[src/rtl/mc_pkg.sv]
package mc_pkg;

   // per-cell configuration word, bit 0 is the LSB
   typedef struct packed {
      logic       hold;     // 8 freeze storage
      logic [1:0] oe_mode;  // 7:6 enable source
      logic       out_inv;  // 5 output polarity
      logic       out_reg;  // 4 pin driven from storage
      logic       in_path;  // 3 storage on input path
      logic       latch;    // 2 latch instead of register
      logic       clk_inv;  // 1 invert chosen clock
      logic       clk_sel;  // 0 product-term clock
   } mc_cfg_t;

   localparam int unsigned MC_CFG_BITS = $bits(mc_cfg_t);

   localparam logic [1:0] OE_OFF  = 2'b00;
   localparam logic [1:0] OE_ON   = 2'b01;
   localparam logic [1:0] OE_TERM = 2'b10;
   localparam logic [1:0] OE_NTRM = 2'b11;

endpackage

[src/rtl/mc_clk_pick.sv]
module mc_clk_pick #(
   parameter bit HAS_PT_CLK = 1'b1
) (
   input  logic pin_clk,
   input  logic pt_clk,
   input  logic clk_sel,
   input  logic clk_inv,
   output logic eff_clk
);

   logic src;

   generate
      if (HAS_PT_CLK) begin : g_sel
         assign src = clk_sel ? pt_clk : pin_clk;
      end else begin : g_pin
         logic unused_pt;
         assign unused_pt = pt_clk ^ clk_sel;
         assign src = pin_clk;
      end
   endgenerate

   assign eff_clk = src ^ clk_inv;

endmodule

[src/rtl/mc_store.sv]
module mc_store #(
   parameter bit   HAS_LATCH = 1'b1,
   parameter logic RST_VAL   = 1'b0
) (
   input  logic clk,
   input  logic rst_n,
   input  logic eff_clk,
   input  logic latch,
   input  logic hold,
   input  logic d,
   output logic q
);

   logic ck_prev;
   logic rise;
   logic load;

   assign rise = eff_clk & ~ck_prev;

   generate
      if (HAS_LATCH) begin : g_lat
         assign load = ~hold & (latch ? eff_clk : rise);
      end else begin : g_reg
         logic unused_lat;
         assign unused_lat = latch;
         assign load = ~hold & rise;
      end
   endgenerate

   always_ff @(posedge clk) begin
      if (!rst_n) begin
         ck_prev <= 1'b0;
         q       <= RST_VAL;
      end else begin
         ck_prev <= eff_clk;
         if (load) q <= d;
      end
   end


   hold_freeze_chk: assert property (@(posedge clk) disable iff (!rst_n)
      hold |=> $stable(q));


   reg_no_edge_chk: assert property (@(posedge clk) disable iff (!rst_n)
      (!hold && !latch && !(eff_clk && !ck_prev)) |=> $stable(q));


   reg_capture_chk: assert property (@(posedge clk) disable iff (!rst_n)
      (!hold && !latch && eff_clk && !ck_prev) |=> (q == $past(d)));


   lat_follow_chk: assert property (@(posedge clk) disable iff (!rst_n)
      (HAS_LATCH && !hold && latch && eff_clk) |=> (q == $past(d)));

endmodule

[src/rtl/mc_pad.sv]
module mc_pad
   import mc_pkg::*;
(
   input  logic    clk,
   input  logic    rst_n,
   input  mc_cfg_t cfg,
   input  logic    sum_term,
   input  logic    oe_term,
   input  logic    pin_in,
   input  logic    q,
   output logic    store_d,
   output logic    pin_out,
   output logic    pin_oe,
   output logic    fb_pin
);

   logic drive;

   assign store_d = cfg.in_path ? pin_in : sum_term;
   assign drive   = (cfg.out_reg && !cfg.in_path) ? q : sum_term;
   assign pin_out = drive ^ cfg.out_inv;
   assign fb_pin  = pin_in;

   always_comb begin
      if (cfg.in_path) pin_oe = 1'b0;
      else begin
         unique case (cfg.oe_mode)
            OE_OFF:  pin_oe = 1'b0;
            OE_ON:   pin_oe = 1'b1;
            OE_TERM: pin_oe = oe_term;
            default: pin_oe = ~oe_term;
         endcase
      end
   end


   in_path_oe_chk: assert property (@(posedge clk) disable iff (!rst_n)
      cfg.in_path |-> !pin_oe);


   fb_pin_chk: assert property (@(posedge clk) disable iff (!rst_n)
      fb_pin == pin_in);


   bypass_chk: assert property (@(posedge clk) disable iff (!rst_n)
      (!cfg.out_reg && !cfg.out_inv) |-> (pin_out == sum_term));

endmodule

[src/rtl/mc_bank.sv]
module mc_bank
   import mc_pkg::*;
#(
   parameter int unsigned NUM_CELLS  = 4,
   parameter int unsigned CFG_W      = 9,
   parameter bit          HAS_LATCH  = 1'b1,
   parameter bit          HAS_PT_CLK = 1'b1,
   parameter logic        RST_VAL    = 1'b0
) (
   input  logic                         clk,
   input  logic                         rst_n,
   input  logic [NUM_CELLS*CFG_W-1:0]   cfg,
   input  logic                         pin_clk,
   input  logic [NUM_CELLS-1:0]         pt_clk,
   input  logic [NUM_CELLS-1:0]         sum_term,
   input  logic [NUM_CELLS-1:0]         oe_term,
   input  logic [NUM_CELLS-1:0]         pin_in,
   output logic [NUM_CELLS-1:0]         pin_out,
   output logic [NUM_CELLS-1:0]         pin_oe,
   output logic [NUM_CELLS-1:0]         fb_store,
   output logic [NUM_CELLS-1:0]         fb_pin
);

   localparam int unsigned CFG_TOTAL = NUM_CELLS * CFG_W;

   generate
      if (CFG_W != MC_CFG_BITS) begin : g_bad_w
         $error("mc_bank: CFG_W must equal the configuration word width");
      end
      if (NUM_CELLS < 1 || NUM_CELLS > 256) begin : g_bad_n
         $error("mc_bank: NUM_CELLS out of range");
      end
      if (CFG_TOTAL == 0) begin : g_bad_t
         $error("mc_bank: empty configuration");
      end
   endgenerate

   for (genvar i = 0; i < NUM_CELLS; i++) begin : g_cell
      mc_cfg_t c;
      logic    eff;
      logic    d;

      assign c = mc_cfg_t'(cfg[i*CFG_W +: CFG_W]);

      mc_clk_pick #(.HAS_PT_CLK(HAS_PT_CLK)) i_clk (
         .pin_clk (pin_clk),
         .pt_clk  (pt_clk[i]),
         .clk_sel (c.clk_sel),
         .clk_inv (c.clk_inv),
         .eff_clk (eff)
      );

      mc_store #(.HAS_LATCH(HAS_LATCH), .RST_VAL(RST_VAL)) i_store (
         .clk     (clk),
         .rst_n   (rst_n),
         .eff_clk (eff),
         .latch   (c.latch),
         .hold    (c.hold),
         .d       (d),
         .q       (fb_store[i])
      );

      mc_pad i_pad (
         .clk      (clk),
         .rst_n    (rst_n),
         .cfg      (c),
         .sum_term (sum_term[i]),
         .oe_term  (oe_term[i]),
         .pin_in   (pin_in[i]),
         .q        (fb_store[i]),
         .store_d  (d),
         .pin_out  (pin_out[i]),
         .pin_oe   (pin_oe[i]),
         .fb_pin   (fb_pin[i])
      );
   end


   reset_val_chk: assert property (@(posedge clk)
      !rst_n |=> (fb_store == {NUM_CELLS{RST_VAL}}) || !$past(!rst_n));

endmodule

[config.mk]
export PLATFORM = sky130hd
export DESIGN_NAME = mc_bank
export DESIGN_NICKNAME = d
export VERILOG_FILES = /design/src/rtl/mc_pkg.sv /design/src/rtl/mc_clk_pick.sv /design/src/rtl/mc_store.sv /design/src/rtl/mc_pad.sv /design/src/rtl/mc_bank.sv
export SDC_FILE = /design/constraint.sdc
export NUM_CORES = 1
export LEC_CHECK = 0
export BUFFER_PORTS_ARGS = -buffer_cell sky130_fd_sc_hd__buf_2
export CAP_MARGIN = 0
export CORE_MARGIN = 3
export CORE_UTILIZATION = 37
export CTS_BUF_LIST = sky130_fd_sc_hd__clkbuf_16
export CTS_CLUSTER_DIAMETER = 30
export DETAILED_ROUTE_END_ITERATION = 10
export HOLD_SLACK_MARGIN = 0.03
export PLACE_DENSITY_LB_ADDON = 0.08
export SYNTH_ARGS = -nofsm -noshare
export SYNTH_HDL_FRONTEND = slang
export SYNTH_SLANG_ARGS = --single-unit
[constraint.sdc]
create_clock -name clk -period 1.9 [get_ports clk]
set_input_delay 0.095 -clock clk [delete_from_list [all_inputs] [get_ports clk]]
set_output_delay 0.095 -clock clk [all_outputs]
set_load 0.005 [all_outputs]
==> run summary <==
====================================================================================
Crit path largest cell delay                                                 0.32 ns
Number of max-cap violations                                                       0
Clock tree root buffer cell                                             sky130_fd_sc_hd__clkbuf_16
Rows                                                                              14
Critical path capture point type                                          output pin
Netlist area before placement                                               684 um^2
Final WS setup                                                              0.846 ns
YS warnings                                                                        0
Net count of the mapped netlist                                                  136
Number of levels the H-tree was split into                                         1
Sum of negative setup slack                                                     0 ns
Final number of max-transition violations                                          0
Crit path time final                                                         1.05 ns
Pwr/cell area                                                            699 nW/um^2
Wire length reported by the detailed router                                  1520 um
Outcome                                                                 complete, no violations
Adder and majority cell fraction of the synthesized area                          0%
Number of routed nets with antenna violations                                      0
Worst Tran Pin Value                                                        0.252 ns
Number of ports placed on the die boundary                                        71
Fmax                                                                         949 MHz
DR iter-0 viols                                                                    5
Nets                                                                             195
Standby leakage power                                                       0.577 nW
Hold Violations, Final                                                             0
Total overflow reported by the global router                                       0
Via density per instance                                                        4.27
Synth Instances                                                                   81
Endpoint required time on the critical path                                  1.80 ns
Cell-by-cell trace of the critical path                                 mux2i_1, xnor2_1, buf_2
Synthesized-area fraction occupied by ao, oa, aoi and oai cells                11.0%
Multiplexer area fraction after synthesis                                      17.6%
Mean cell area of the mapped netlist                                       8.45 um^2
Parity-gate share of the synthesized area counting xor and xnor cells          15.4%
Design Power                                                                  713 uW
Critical path type                                                        reg -> out
Startpoint class of the critical path                                      flip-flop
Initial Utilization                                                            42.0%
Cts hold-fix bufs                                                                  0
Die H                                                                        49.0 um
Insertion delay of the later-clocked pin in the worst-skew pair              0.22 ns
Combinational family with the most area after synthesis                 buffers and inverters
Setup repair after global routing missed its margin                               no
Avg WL per Cell                                                              9.39 um
Slowest cell on crit path                                               sky130_fd_sc_hd__dfxtp_1
Fraction of final layout cells with drive strength greater than 1              55.8%
Synth Area in Simple Gates                                                     12.4%
Family with the most delay on the worst path                              flip-flops
Final period util                                                              55.5%
Post-CTS repair timing setup buffer count                                          0
CTS tree                                                                       built
Tot GR Track Use                                                               12.4%
Footprint of the multi-input gates                                          385 um^2
Horizontal die dimension                                                     49.0 um
Final-layout fill cell count                                                     166
Final setup violation count                                                        0
Vias in the first global route                                                   582
Wire length of the first global-routing pass                                 2400 um
Flip-flop and latch count after synthesis                                          8
Fin Clk Skew                                                             0.000168 ns
Sequential standard cell area                                               160 um^2
Antenna Diode Count                                                                0
Area share of the largest cell type after synthesis                            23.4%
Gpl congestion                                                                 0.696
Number of sinks on the clock net                                                   8
Most frequent cells in the layout                                       70 x sky130_fd_sc_hd__buf_2, 12 x sky130_fd_sc_hd__mux2i_1, 8 x sky130_fd_sc_hd__xnor2_1, 8 x sky130_fd_sc_hd__a21oi_1, 8 x sky130_fd_sc_hd__dfxtp_1
TritonCTS Buffers                                                                  3
Die Footprint                                                              2400 um^2
Class of the worst hold path                                               in -> reg
Cell taking the most area after synthesis                               sky130_fd_sc_hd__dfxtp_1
Highest net fanout along the worst path                                            3
Number of port buffers                                                            70
Number of vias in the routed layout                                              691
Max clock buf depth                                                                2
First-pass detailed-route iteration total                                          4
Antenna violations before repair                                                   0
Number of different library cells in the post-synthesis netlist                   12
Critical path buffers and inverters                                                1
Sequential-to-total area share from yosys stat                                 23.4%
Worst Hold Margin                                                           0.151 ns
Slew Limit Headroom                                                            83.1%
Peak VDD IR                                                                   733 uV
Setup slack at placement                                                    0.876 ns
Arr. time, crit path                                                         0.96 ns
Commonest non-fill, non-tap cell in the layout                          sky130_fd_sc_hd__buf_2
Post-detailed-route DRC marker count                                               0
CTS clk-pin slew, worst paths                                                0.03 ns
Layout-stage area growth over the synthesis result                             49.0%
Maximum number of pins on one net before global-route repair                       6
PostCTS Resize Cnt                                                                 0
Core region area                                                           1630 um^2
Main area contributors after synthesis                                  sky130_fd_sc_hd__dfxtp_1 23%, sky130_fd_sc_hd__mux2i_1 18%, sky130_fd_sc_hd__buf_4 18%
====================================================================================
## final timing paths
check | from | end | slack (ns) | cells after the start
min reg2reg | g_cell[1].i_store.q | g_cell[1].i_store.q | 0.53 | 2
max reg2reg | g_cell[2].i_store.ck_prev | g_cell[2].i_store.q | 0.98 | 3
min | rst_n | g_cell[2].i_store.ck_prev | 0.15 | 2
max | g_cell[3].i_store.q | pin_out[3] | 0.85 | 3
## state kept, by name, indices dropped and copies added (netlist names)
signal and flops:
g_cell.i_store.q 4, g_cell.i_store.ck_prev 4
## final cells by class
type / instances / area share (%)
multi-input cells: 52 / 37.8
repair buffers: 70 / 34.4
flip-flops and latches: 8 / 15.7
clock buffers: 3 / 7.36
well taps: 24 / 2.94
inverters: 5 / 1.84
## logic make-up after synthesis
| logic type | after synthesis |
|---|---|
| buffers and inverters | 21 |
| AND/OR/NAND/NOR | 16 |
| AO/OA/AOI/OAI | 12 |
| XOR/XNOR | 12 |
| multiplexers | 12 |
| flip-flops | 8 |
## Yosys cell counts (all sizes together)
library cell,number
xnor2,8
xor2,4
inv,5
mux2i,12
buf,16
nand2b,4
dfxtp,8
nand2,4
nor2,4
a21oi,8
a311oi,4
and2,4
## per-stage QoR
stage | util (%) | cell area (um^2) | instances
floorplan | - | 684 | 81
global placement | 58.0 | 945 | 159
detailed placement | 58.0 | 945 | 159
CTS | 62.6 | 1020 | 162
global route | 62.6 | 1020 | 162
finish | 62.6 | 1020 | 162
## power by group
part | switching [mW] | internal [mW]
logic | 0.0729 | 0.107
registers | 0.00782 | 0.185
clock network | 0.0694 | 0.270
total | 0.150 | 0.563
## metal layers
layer	part of all wire (%)	vias up	track usage, %
met3	7.3	0	4.89
li1	-	370	-
met2	56	28	21.9
met5	0	-	0
met4	0	0	1.42
met1	37	293	14.4
Note: power is estimated with default switching activity, not from simulation.
